File: src/rtl/tdm_pkg.sv
// Package: shared slot entry layout and destination codes for the
// TDM capture router. Assumes 8-bit entries and 4 byte lanes per word.
package tdm_pkg;
    typedef struct packed {
        logic       valid;
        logic       store;
        logic       eof;
        logic       spare;
        logic [3:0] dest;
    } slot_entry_t;

    // upper two destination bits pick the target group
    localparam logic [1:0] GRP_LANE = 2'd0;
    localparam logic [1:0] GRP_FB1  = 2'd1;
    localparam logic [1:0] GRP_FB2  = 2'd2;
    localparam logic [1:0] GRP_DROP = 2'd3;
endpackage

File: src/rtl/tdm_bit_rx.sv
// Serial receiver: synchronizes bclk/ws/sd into clk, detects the active
// bclk edge, aligns to a rising ws and emits one byte strobe per 8 bits.
// Assumes clk is at least 6x faster than bclk and ws/sd stable at the edge.
module tdm_bit_rx #(
    parameter int SD_PINS = 5,
    parameter int SEL_W   = 3
) (
    input  logic               clk,
    input  logic               rst_n,
    input  logic               bclk,
    input  logic               ws,
    input  logic [SD_PINS-1:0] sd,
    input  logic [SEL_W-1:0]   sd_sel,
    input  logic               bclk_inv,
    output logic               byte_done,
    output logic [7:0]         byte_data,
    output logic               byte_sof
);
    logic [1:0]         bclk_sy;
    logic [1:0]         ws_sy;
    logic [SD_PINS-1:0] sd_sy0;
    logic [SD_PINS-1:0] sd_sy1;
    logic               bclk_d;
    logic               samp;
    logic               sd_bit;
    logic               ws_prev;
    logic               wsr;
    logic               locked;
    logic               sof_pend;
    logic [2:0]         bit_cnt;
    logic [6:0]         shreg;

    // two-flop synchronizers plus a delayed bclk for edge compare
    always_ff @(posedge clk) begin
        if (!rst_n) begin
            bclk_sy <= '0;
            ws_sy   <= '0;
            sd_sy0  <= '0;
            sd_sy1  <= '0;
            bclk_d  <= 1'b0;
        end else begin
            bclk_sy <= {bclk_sy[0], bclk};
            ws_sy   <= {ws_sy[0], ws};
            sd_sy0  <= sd;
            sd_sy1  <= sd_sy0;
            bclk_d  <= bclk_sy[1];
        end
    end

    // active edge: rising normally, falling when inverted
    assign samp = bclk_inv ? (bclk_d & ~bclk_sy[1]) : (~bclk_d & bclk_sy[1]);
    assign wsr  = ws_sy[1] & ~ws_prev;

    // pick the selected data pin, out-of-range selects read zero
    always_comb begin
        sd_bit = 1'b0;
        for (int i = 0; i < SD_PINS; i++) begin
            if (sd_sel == SEL_W'(i)) sd_bit = sd_sy1[i];
        end
    end

    // bit counter, shift register and byte strobe
    always_ff @(posedge clk) begin
        if (!rst_n) begin
            ws_prev   <= 1'b0;
            locked    <= 1'b0;
            sof_pend  <= 1'b0;
            bit_cnt   <= '0;
            shreg     <= '0;
            byte_done <= 1'b0;
            byte_data <= '0;
            byte_sof  <= 1'b0;
        end else begin
            byte_done <= 1'b0;
            if (samp) begin
                ws_prev <= ws_sy[1];
                if (wsr) begin
                    shreg    <= {6'b0, sd_bit};
                    bit_cnt  <= 3'd1;
                    sof_pend <= 1'b1;
                    locked   <= 1'b1;
                end else begin
                    shreg   <= {shreg[5:0], sd_bit};
                    bit_cnt <= bit_cnt + 3'd1;
                    if (locked && bit_cnt == 3'd7) begin
                        byte_done <= 1'b1;
                        byte_data <= {shreg, sd_bit};
                        byte_sof  <= sof_pend;
                        sof_pend  <= 1'b0;
                    end
                end
            end
        end
    end

    // a byte strobe lasts one cycle; bytes are 8 bit times apart
    a_r2_single_strobe: assert property (@(posedge clk) disable iff (!rst_n)
        byte_done |=> !byte_done);
endmodule

File: src/rtl/tdm_slot_table.sv
// Slot table: one 8-bit entry per slot, written by software, read
// combinationally by slot index. Assumes SLOTS is a power of two.
module tdm_slot_table #(
    parameter int SLOTS  = 32,
    parameter int IDX_W  = $clog2(SLOTS)
) (
    input  logic             clk,
    input  logic             rst_n,
    input  logic             wr_en,
    input  logic [IDX_W-1:0] wr_idx,
    input  logic [7:0]       wr_data,
    input  logic [IDX_W-1:0] rd_idx,
    output logic [7:0]       rd_data
);
    logic [7:0] entry_q [SLOTS];

    // software write port, reset leaves every entry invalid
    always_ff @(posedge clk) begin
        if (!rst_n) begin
            for (int i = 0; i < SLOTS; i++) entry_q[i] <= '0;
        end else if (wr_en) begin
            entry_q[wr_idx] <= wr_data;
        end
    end

    // lookup for the slot currently completing
    assign rd_data = entry_q[rd_idx];
endmodule

File: src/rtl/tdm_dword_fifo.sv
// Input FIFO: DEPTH words of W bits with fall-through head, any depth
// (not only powers of two). Assumes push is never raised while full.
module tdm_dword_fifo #(
    parameter int W     = 32,
    parameter int DEPTH = 24
) (
    input  logic         clk,
    input  logic         rst_n,
    input  logic         push,
    input  logic [W-1:0] push_data,
    input  logic         pop,
    output logic [W-1:0] head,
    output logic         full,
    output logic         empty
);
    localparam int PW = $clog2(DEPTH);
    localparam int CW = $clog2(DEPTH + 1);
    localparam logic [CW-1:0] DEPTH_C = CW'(DEPTH);
    localparam logic [PW-1:0] LAST_P  = PW'(DEPTH - 1);

    logic [W-1:0]  mem [DEPTH];
    logic [PW-1:0] wr_ptr;
    logic [PW-1:0] rd_ptr;
    logic [CW-1:0] count;
    logic          do_push;
    logic          do_pop;

    assign full    = (count == DEPTH_C);
    assign empty   = (count == '0);
    assign do_push = push && !full;
    assign do_pop  = pop && !empty;
    assign head    = mem[rd_ptr];

    // storage write
    always_ff @(posedge clk) begin
        if (do_push) mem[wr_ptr] <= push_data;
    end

    // pointers with wrap at DEPTH and occupancy count
    always_ff @(posedge clk) begin
        if (!rst_n) begin
            wr_ptr <= '0;
            rd_ptr <= '0;
            count  <= '0;
        end else begin
            if (do_push) wr_ptr <= (wr_ptr == LAST_P) ? '0 : wr_ptr + PW'(1);
            if (do_pop)  rd_ptr <= (rd_ptr == LAST_P) ? '0 : rd_ptr + PW'(1);
            case ({do_push, do_pop})
                2'b10:   count <= count + CW'(1);
                2'b01:   count <= count - CW'(1);
                default: count <= count;
            endcase
        end
    end

    // occupancy never exceeds the depth
    a_r7_count_bound: assert property (@(posedge clk) disable iff (!rst_n)
        count <= DEPTH_C);
    // a lone accepted push grows the occupancy by one
    a_r7_push_grows: assert property (@(posedge clk) disable iff (!rst_n)
        (push && !full && !pop) |=> (count == $past(count) + CW'(1)));
    // a lone pop of a non-empty FIFO shrinks it by one
    a_r7_pop_shrinks: assert property (@(posedge clk) disable iff (!rst_n)
        (pop && !empty && !push) |=> (count == $past(count) - CW'(1)));
endmodule

File: src/rtl/tdm_capture_router.sv
// Top: receives serial TDM audio, looks up each slot's entry, steers the
// byte into an assembly lane or a feedback buffer, stores words into the
// input FIFO and flags drops on a full FIFO. Assumes clk >> bclk.
module tdm_capture_router #(
    parameter int SD_PINS    = 5,
    parameter int SLOTS      = 32,
    parameter int FIFO_DEPTH = 24
) (
    input  logic        clk,
    input  logic        rst_n,
    input  logic        bclk,
    input  logic        ws,
    input  logic [4:0]  sd,
    input  logic [2:0]  sd_sel,
    input  logic        bclk_inv,
    input  logic        tsl_we,
    input  logic [4:0]  tsl_addr,
    input  logic [7:0]  tsl_wdata,
    input  logic        fb_we,
    input  logic        fb_sel,
    input  logic [31:0] fb_wdata,
    output logic [31:0] fb1_q,
    output logic [31:0] fb2_q,
    output logic        pop_valid,
    output logic [31:0] pop_data,
    input  logic        pop_ready,
    output logic        overflow
);
    import tdm_pkg::*;

    localparam int LANES  = 4;
    localparam int WORD_W = 8 * LANES;
    localparam int IDX_W  = $clog2(SLOTS);
    localparam int SEL_W  = $clog2(SD_PINS);
    localparam logic [IDX_W-1:0] LAST_SLOT = IDX_W'(SLOTS - 1);

    logic              byte_done;
    logic [7:0]        byte_data;
    logic              byte_sof;
    logic [IDX_W-1:0]  slot_idx;
    logic [IDX_W-1:0]  cur_slot;
    logic [7:0]        entry_raw;
    slot_entry_t       entry;
    logic [WORD_W-1:0] asm_q;
    logic [WORD_W-1:0] asm_next;
    logic              push_req;
    logic              fifo_full;
    logic              fifo_empty;
    logic              fifo_push;
    logic              fifo_pop;
    logic              drop;
    logic [31:0]       fb_q [2];

    tdm_bit_rx #(.SD_PINS(SD_PINS), .SEL_W(SEL_W)) u_rx (
        .clk      (clk),
        .rst_n    (rst_n),
        .bclk     (bclk),
        .ws       (ws),
        .sd       (sd[SD_PINS-1:0]),
        .sd_sel   (sd_sel[SEL_W-1:0]),
        .bclk_inv (bclk_inv),
        .byte_done(byte_done),
        .byte_data(byte_data),
        .byte_sof (byte_sof)
    );

    tdm_slot_table #(.SLOTS(SLOTS), .IDX_W(IDX_W)) u_table (
        .clk    (clk),
        .rst_n  (rst_n),
        .wr_en  (tsl_we),
        .wr_idx (tsl_addr[IDX_W-1:0]),
        .wr_data(tsl_wdata),
        .rd_idx (cur_slot),
        .rd_data(entry_raw)
    );

    tdm_dword_fifo #(.W(WORD_W), .DEPTH(FIFO_DEPTH)) u_fifo (
        .clk      (clk),
        .rst_n    (rst_n),
        .push     (fifo_push),
        .push_data(asm_next),
        .pop      (fifo_pop),
        .head     (pop_data),
        .full     (fifo_full),
        .empty    (fifo_empty)
    );

    // slot of the completing byte: a frame start forces slot 0
    assign cur_slot = byte_sof ? '0 : slot_idx;
    assign entry    = slot_entry_t'(entry_raw);

    // assembly word with the current byte merged into its lane
    always_comb begin
        asm_next = asm_q;
        if (byte_done && entry.valid && entry.dest[3:2] == GRP_LANE) begin
            asm_next[entry.dest[1:0]*8 +: 8] = byte_data;
        end
    end

    assign push_req  = byte_done && entry.valid && entry.store;
    assign fifo_push = push_req && !fifo_full;
    assign drop      = push_req && fifo_full;
    assign fifo_pop  = pop_ready && !fifo_empty;
    assign pop_valid = !fifo_empty;

    // slot index advance with wrap at end-of-frame or last slot
    always_ff @(posedge clk) begin
        if (!rst_n) begin
            slot_idx <= '0;
        end else if (byte_done) begin
            slot_idx <= (entry.eof || cur_slot == LAST_SLOT) ? '0 : cur_slot + IDX_W'(1);
        end
    end

    // assembly register, cleared after each store request
    always_ff @(posedge clk) begin
        if (!rst_n)        asm_q <= '0;
        else if (push_req) asm_q <= '0;
        else               asm_q <= asm_next;
    end

    // sticky overflow on a dropped store
    always_ff @(posedge clk) begin
        if (!rst_n)    overflow <= 1'b0;
        else if (drop) overflow <= 1'b1;
    end

    // feedback buffers: software write wins over captured byte
    for (genvar g = 0; g < 2; g++) begin : g_fb
        localparam logic [1:0] GRP = (g == 0) ? GRP_FB1 : GRP_FB2;
        always_ff @(posedge clk) begin
            if (!rst_n) begin
                fb_q[g] <= '0;
            end else if (fb_we && fb_sel == 1'(g)) begin
                fb_q[g] <= fb_wdata;
            end else if (byte_done && entry.valid && entry.dest[3:2] == GRP) begin
                fb_q[g][entry.dest[1:0]*8 +: 8] <= byte_data;
            end
        end
    end

    assign fb1_q = fb_q[0];
    assign fb2_q = fb_q[1];

    // overflow, once set, stays set
    a_r8_ovf_sticky: assert property (@(posedge clk) disable iff (!rst_n)
        overflow |=> overflow);
    // an end-of-frame entry sends the next slot back to 0
    a_r6_eof_wrap: assert property (@(posedge clk) disable iff (!rst_n)
        (byte_done && entry.eof) |=> (slot_idx == '0));
    // an invalid entry leaves both feedback buffers untouched
    a_r5_invalid_quiet: assert property (@(posedge clk) disable iff (!rst_n)
        (byte_done && !entry.valid && !fb_we) |=> ($stable(fb1_q) && $stable(fb2_q)));
    // a store into a full FIFO leaves pop_valid high
    a_r8_full_keeps_data: assert property (@(posedge clk) disable iff (!rst_n)
        (drop && !pop_ready) |=> pop_valid);
endmodule

File: config.mk
export PLATFORM = sky130hd
export DESIGN_NAME = tdm_capture_router
export DESIGN_NICKNAME = d
export VERILOG_FILES = /design/src/rtl/tdm_pkg.sv /design/src/rtl/tdm_bit_rx.sv /design/src/rtl/tdm_slot_table.sv /design/src/rtl/tdm_dword_fifo.sv /design/src/rtl/tdm_capture_router.sv
export SDC_FILE = /design/constraint.sdc
export NUM_CORES = 1
export LEC_CHECK = 0
export BUFFER_PORTS_ARGS = -buffer_cell sky130_fd_sc_hd__buf_2
export CAP_MARGIN = 20
export CORE_MARGIN = 2
export CORE_UTILIZATION = 50
export DETAILED_ROUTE_END_ITERATION = 6
export MAX_ROUTING_LAYER = met4
export PLACE_DENSITY = 0.66
export SLEW_MARGIN = 20
export SYNTH_ARGS = -nofsm -noshare
export SYNTH_HDL_FRONTEND = slang
export SYNTH_SLANG_ARGS = --single-unit
File: constraint.sdc
create_clock -name clk -period 4.6 [get_ports clk]
set_input_delay 0.23 -clock clk [delete_from_list [all_inputs] [get_ports clk]]
set_output_delay 0.23 -clock clk [all_outputs]
set_load 0.02 [all_outputs]
==> impl_metrics.ini, run 1 <==
[status]
status = completed

[worst_setup_path]
worstPathCellList = nand2b_1 -> inv_1 -> mux4_2 -> a211oi_1 -> a21oi_1 -> mux2i_1 -> ha_1 -> clkinv_1 -> buf_4 -> nand2_1 -> nor2_1 -> mux2_2
crit_type = flop to flop
crit_path_max_fanout = 26
start_kind = flop
worstPathArrival_ps = 4820
worstPathRequired_ps = 4980
cp_num_buf_inv = 3
slowest_delay_ps = 550
end_kind = flop
slowest_stage = mux4_2
crit_family = multiplexers

[yosys]
synthSimpleGateAreaFrac_pct = 7.835
yosys-top-cells-area = edfxtp_1, mux4_2, dfxtp_1, and2_1, mux2i_1
synth_top_area_share_pct = 66.61
async_reset_ff_share_pct = 0
synth_xor_area_share_pct = 0.1472
synthesis.nets = 2865
synth_fa_ha_area_share_pct = 0.4205
syn_area_per_cell_sq_um = 17.08
syn_area_sq_um = 47610
synth.largest_area_cell = edfxtp_1
ys_ff_latch = 1152
synth_edf_count = 1056
ys.flop_type = edfxtp_1
synth-compound-area-share_pct = 4.733
synth_cells = 2787
synth_top_family_by_area = multiplexers
synth_mux_area_share_pct = 14.13
synth-seq-area-share_pct = 70.65
synth_cell_type_count = 81
yosys_warnings = 0

[global_routing]
antenna_found_initial = 0
grt_pass1_vias = 26890
grt_overflow = 0
grt_usage_pct = 25.34
grt_max_degree = 76
grt_pass1_wl_mm = 177.0

[placement]
place_inst = 4129
hpwl_mm = 68.65
gp_congestion = 0.8970
io_buffers = 158

[cells_and_area]
final_common_cell = edfxtp_1
drive_above_1_share_pct = 24.83
seq_area_sq_um = 33650
stdcell_count = 4386
fin_util_pct = 57.77
multi_input_area_sq_um = 13200
nets = 3101
mostFrequentLayoutCells = edfxtp_1, and2_1, mux4_2, buf_2, nor2_1
area_growth_pct = 14.94
nFillCells = 7105
diodes = 0

[sta]
fin_crit_ps = 4433
tightest_slew_ps = 1154
clock_skew_ps = 28.34
slew_headroom_pct = 22.26
setup_tns_ps = 0
max_freq_mhz = 225.6
setup-violations-final = 0
slew_violations = 0
finalCritPeriodShare_pct = 96.36
hold_viol = 0
grt_setup_unrepaired = false

[power]
p_per_area_nw_per_um2 = 392.1
p_leak_nw = 17.36
p_total_mw = 21.45
ir_drop_mv = 0.3412

[route]
drt_iter0_drc = 3031
drtPass1Iterations = 6
avgRoutedWirePerCell_microns = 27.10
vias = 26410
drt-vias-per-instance = 6.021
wirelength_mm = 118.9
drtAntennaViolNets = 0
drc_errors = 0

[flow_run]
drv_cap = 0

[clocking]
clock_sinks = 1152
cts_made_buffers = 116
cts_tree = built
root_buffer = clkbuf_16
cts_buffer_depth = 3
clk_pin_slew_ps = 60
ctsHtreeMaxLevel = 3
clock_latency_ps = 710

[min_path]
min_path_type = input port to flop

[floorplanning]
rows = 113
die_x_microns = 312.6
io_pins = 160
initial_utilization_pct = 50.25
dieArea_sq_um = 97700
fp.coreArea_sq_um = 94730
chipHeight_microns = 312.6
power by group:
| group | leakage, nW | internal (mW) | total [mW] | switching, mW |
|---|---|---|---|---|
| clock network | 1.86 | 5.45 | 9.43 | 3.99 |
| registers | 10.1 | 11.5 | 11.5 | 0.0586 |
| logic | 5.44 | 0.158 | 0.501 | 0.343 |
| total | 17.4 | 17.1 | 21.5 | 4.39 |
cells by family (layout without fill, tap and decap cells):
group,Yosys count,count (layout)
AOI/OAI and AO/OA,329,329
xor gates and xnor gates,8,8
adders and majority gates,16,16
buffers and inverters,208,542
DFF,1152,1152
muxes,372,372
and+or+nand+nor,702,702
flip-flops by register name, indices dropped and copies added (netlist names), named ones only:
name	count
u_rx.byte_data	8
fb_q	64
overflow	1
u_table.entry_q	224
u_rx.shreg	7
u_rx.ws_sy	2
u_fifo.rd_ptr	5
u_rx.bclk_d	1
u_rx.sd_sy1	5
u_rx.ws_prev	1
u_rx.sd_sy0	5
u_rx.sof_pend	1
slot_idx	5
u_rx.locked	1
u_rx.bit_cnt	3
u_rx.bclk_sy	2
u_fifo.mem	768
u_fifo.count	5
asm_q	32
u_fifo.wr_ptr	5
u_rx.byte_sof	1
u_rx.byte_done	1
cells in the mapped netlist, types with 4 or more instances:
cell	n
ha_1	16
buf_6	15
and3_1	4
nor2_1	161
nor2b_1	14
xor2_1	6
o31ai_1	57
a221oi_1	30
a22o_1	10
mux4_2	235
inv_1	20
o21ai_0	71
edfxtp_1	1056
nand2b_1	20
o21a_1	5
buf_4	6
buf_1	22
mux2_2	38
a22oi_1	7
a211oi_1	13
o22ai_1	4
nor3_1	18
clkbuf_1	110
a31oi_1	5
a221o_1	5
nand3b_1	14
o221ai_1	6
mux2i_1	95
a21oi_1	69
nand3_1	46
nand2_1	119
or3_1	29
buf_2	27
o41ai_1	8
dfxtp_1	96
a21o_1	7
nand4_1	10
and2_1	241
worst reg2reg max path: cells and delay by family (launching register included):
kind / cells / cell delay [ps]
fa+ha+maj: 1 / 420
compound gates: 2 / 460
buf+inv: 3 / 750
flops: 1 / 340
mux: 3 / 1370
simple gates: 3 / 750
routing by layer:
metal  up-vias  part of all wire (%)  global-route usage (%)  routed length, microns
met4         0                   3.0                   8.591                    3601
li1      11460                     -                       -                       -
met5         -                     0                       -                       0
met1     13740                    39                   31.68                   46090
met2       998                    52                   42.83                   62220
met3       211                   5.9                   3.497                    6966
per-stage QoR:
step / setup slack [ps] / hold WS (ps) / area [sq um]
2_1_floorplan: 338.6 / 357.3 / 47610
3_3_place_gp: 237.3 / 413.5 / 50460
3_5_place_dp: 132.3 / 423.8 / 50470
4_1_cts: 103.5 / 27.16 / 54690
5_1_grt: 10.62 / 96.13 / 54720
6_report: 167.4 / 65.70 / 54720
final timing paths:
| kind | from | to | slack, ps | depth (start not counted) |
|---|---|---|---|---|
| worst max-delay path | u_rx.byte_sof | u_fifo.mem[19][15] | 170 | 12 |
| worst min-delay path | sd_sel[0] | u_rx.byte_data[0] | 70 | 4 |
| worst max register to register | u_rx.byte_sof | u_fifo.mem[19][15] | 170 | 12 |
| worst min register to register | u_rx.sd_sy0[2] | u_rx.sd_sy1[2] | 440 | 1 |
cell type report:
cell class | count | area share (%)
inverters | 22 | 0.1509
clock buffers | 140 | 5.488
multi-input cells | 1427 | 24.12
well taps | 1265 | 2.892
flip-flops and latches | 1152 | 61.50
repair buffers | 304 | 4.381
clock inverters | 76 | 1.468
repair_timing:
item | in CTS | in global routing
resized for setup | 0 | 11
endpoints found under the setup margin | 0 | 483
hold endpoints to repair | 89 | 0
hold buffers | 41 | 0
buffers inserted | 0 | 0
Power figures use the tool's default switching activity.
==> run 2: changes to the inputs <==
--- a/config.mk
+++ b/config.mk
@@ -8,10 +8,10 @@
 export BUFFER_PORTS_ARGS = -buffer_cell sky130_fd_sc_hd__buf_2
 export CAP_MARGIN = 20
 export CORE_MARGIN = 2
-export CORE_UTILIZATION = 50
+export CORE_UTILIZATION = 60
 export DETAILED_ROUTE_END_ITERATION = 6
 export MAX_ROUTING_LAYER = met4
-export PLACE_DENSITY = 0.66
+export PLACE_DENSITY = 0.84
 export SLEW_MARGIN = 20
 export SYNTH_ARGS = -nofsm -noshare
 export SYNTH_HDL_FRONTEND = slang
==> impl_metrics.ini, run 2 (synthesis gave the netlist of run 1 again) <==
[status]
status = finished, violations left
failed_checks = DRC

[worst_setup_path]
reg2regPathDepth = 13
cp-startpoint = slot_idx[0]
reg2reg_from = slot_idx[0]
crit_path_max_fanout = 20
worstPathRequired_ps = 5050
start_kind = flop
end_kind = flop
worstPathArrival_ps = 4970
crit_type = flop to flop

[route]
drc_errors = 1
wirelength_mm = 126.4
drt_iter0_drc = 3682
drt-vias-per-instance = 6.769
vias = 28330
drtPass1Iterations = 7
avgRoutedWirePerCell_microns = 30.19
drtAntennaViolNets = 0

[power]
p_sw_share_pct = 20.55
p_comb_share_pct = 2.4
p_per_area_nw_per_um2 = 390.4
p_sw_mw = 4.349
ir_drop_mv = 0.3815
p_clk_share_pct = 43.2
p_leak_nw = 17.35
pwr-share-seq_pct = 54.4
internal-power_mw = 16.81

[placement]
place_inst = 3932
gp_congestion = 0.9025
hpwl_mm = 70.78
io_buffers = 158

[clocking]
cts_tree = built
root_buffer = clkbuf_16
clock_latency_ps = 680
cts_made_buffers = 109
cts_buffer_depth = 3
clk_pin_slew_ps = 60
cts_setup_buffers = 0
clock_sinks = 1152
ctsHtreeMaxLevel = 3

[sta]
grt_setup_unrepaired = true
hold_viol = 0
slew_violations = 0
setup_tns_ps = 0
clock_skew_ps = 33.61
setup-violations-final = 0
fin_crit_ps = 4520
max_freq_mhz = 221.2
slew_headroom_pct = 21.37
tightest_slew_ps = 1167
finalCritPeriodShare_pct = 98.26

[floorplanning]
fp.coreArea_sq_um = 78740
die_x_microns = 285.7
chipHeight_microns = 285.7
rows = 103
initial_utilization_pct = 60.46
dieArea_sq_um = 81610
io_pins = 160

[min_path]
min-delay-start = sd_sel[0]
hold_depth = 4
min_path_type = input port to flop

[cells_and_area]
final_common_cell = edfxtp_1
largest_reg_flops = 768
top_register = u_fifo.mem
area_growth_pct = 13.88
stdcell_count = 4185
mostFrequentLayoutCells = edfxtp_1, and2_1, mux4_2, buf_2, nor2_1
largestRegisters = u_fifo.mem: 768 flops, u_table.entry_q: 224 flops, fb_q: 64 flops
nets = 3115
drive_above_1_share_pct = 25.73

[flow_run]
drv_cap = 0

[global_routing]
grt_overflow = 0
antenna_found_initial = 2
grt_max_degree = 63
grt_pass1_vias = 28600
grt_pass1_wl_mm = 183.5
grt_usage_pct = 31.70
run 2: cell count changes in the layout (fill, tap and decap cells not counted), moves of 3 or more:
cell / previous run / this run
buf_12: 32 / 10
buf_4: 72 / 113
clkbuf_1: 23 / 16
clkbuf_16: 116 / 112
clkbuf_2: 0 / 3
inv_8: 0 / 3
mux2_4: 5 / 8
nand2_1: 112 / 109
nand2_2: 7 / 12
o41ai_1: 8 / 4
run 2: per-layer routing:
metal / share of wire, % / vias up / track usage (%)
met2: 51 / 2026 / 52.92
li1: - / 11490 / -
met1: 34 / 14340 / 38.71
met5: 0 / - / -
met4: 5.2 / 0 / 14.20
met3: 9.5 / 477 / 4.753
run 2: critical path, cell delays in order, from the launching register on:
cell	delay (ps)
dfxtp_4	540
nand2b_1	130
inv_1	70
buf_4	280
mux4_2	540
a211oi_1	300
a21oi_1	110
mux2i_2	360
inv_1	130
ha_1	450
nand3b_1	240
nor3_1	180
nand4_1	510
nand2_2	450
run 2: final cells by class:
class	count	area (sq um)
repair buffers	323	2250
clock inverters	74	706.9
fillers	4689	24530
flip-flops and latches	1152	33650
diodes	2	5.005
clock buffers	133	2914
inverters	22	82.58
multi-input cells	1429	13290
well taps	1050	1314
run 2: power groups by stage:
stage / registers, mW / clock network [mW] / logic [mW]
6_report: 11.5 / 9.14 / 0.506
3_3_place_gp: 11.7 / 0 / 0.447
4_1_cts: 11.5 / 9.16 / 0.492
5_1_grt: 11.5 / 9.51 / 0.531
3_5_place_dp: 11.7 / 0 / 0.462
2_1_floorplan: 11.8 / 0 / 0.211
run 2: repair_timing:
| action | in CTS | in global routing |
|---|---|---|
| cloned | 0 | 2 |
| resized for setup | 9 | 19 |
| setup endpoints to repair | 146 | 662 |
| hold buffers | 40 | 0 |
| hold endpoints to repair | 72 | 0 |
| pin swaps | 0 | 2 |
run 2: worst paths after layout:
kind	slack, ps	end
worst min-delay path	150	u_rx.byte_data[0]
worst max-delay path	80	u_fifo.mem[4][1]
worst min register to register	430	u_rx.ws_sy[1]
worst max register to register	80	u_fifo.mem[4][1]
run 2: stage by stage:
step	hold slack, ps	utilization (%)	instance area [sq um]	total power, mW	worst slack (ps)
floorplan	357.3	-	47610	11.99	338.6
global placement	412.3	63.57	50050	12.18	103.1
detailed placement	420.9	63.57	50050	12.20	-41.77
CTS	136.0	68.71	54100	21.17	-0.6861
global route	166.7	68.85	54210	21.57	-63.70
finish	148.3	68.85	54210	21.16	80.16
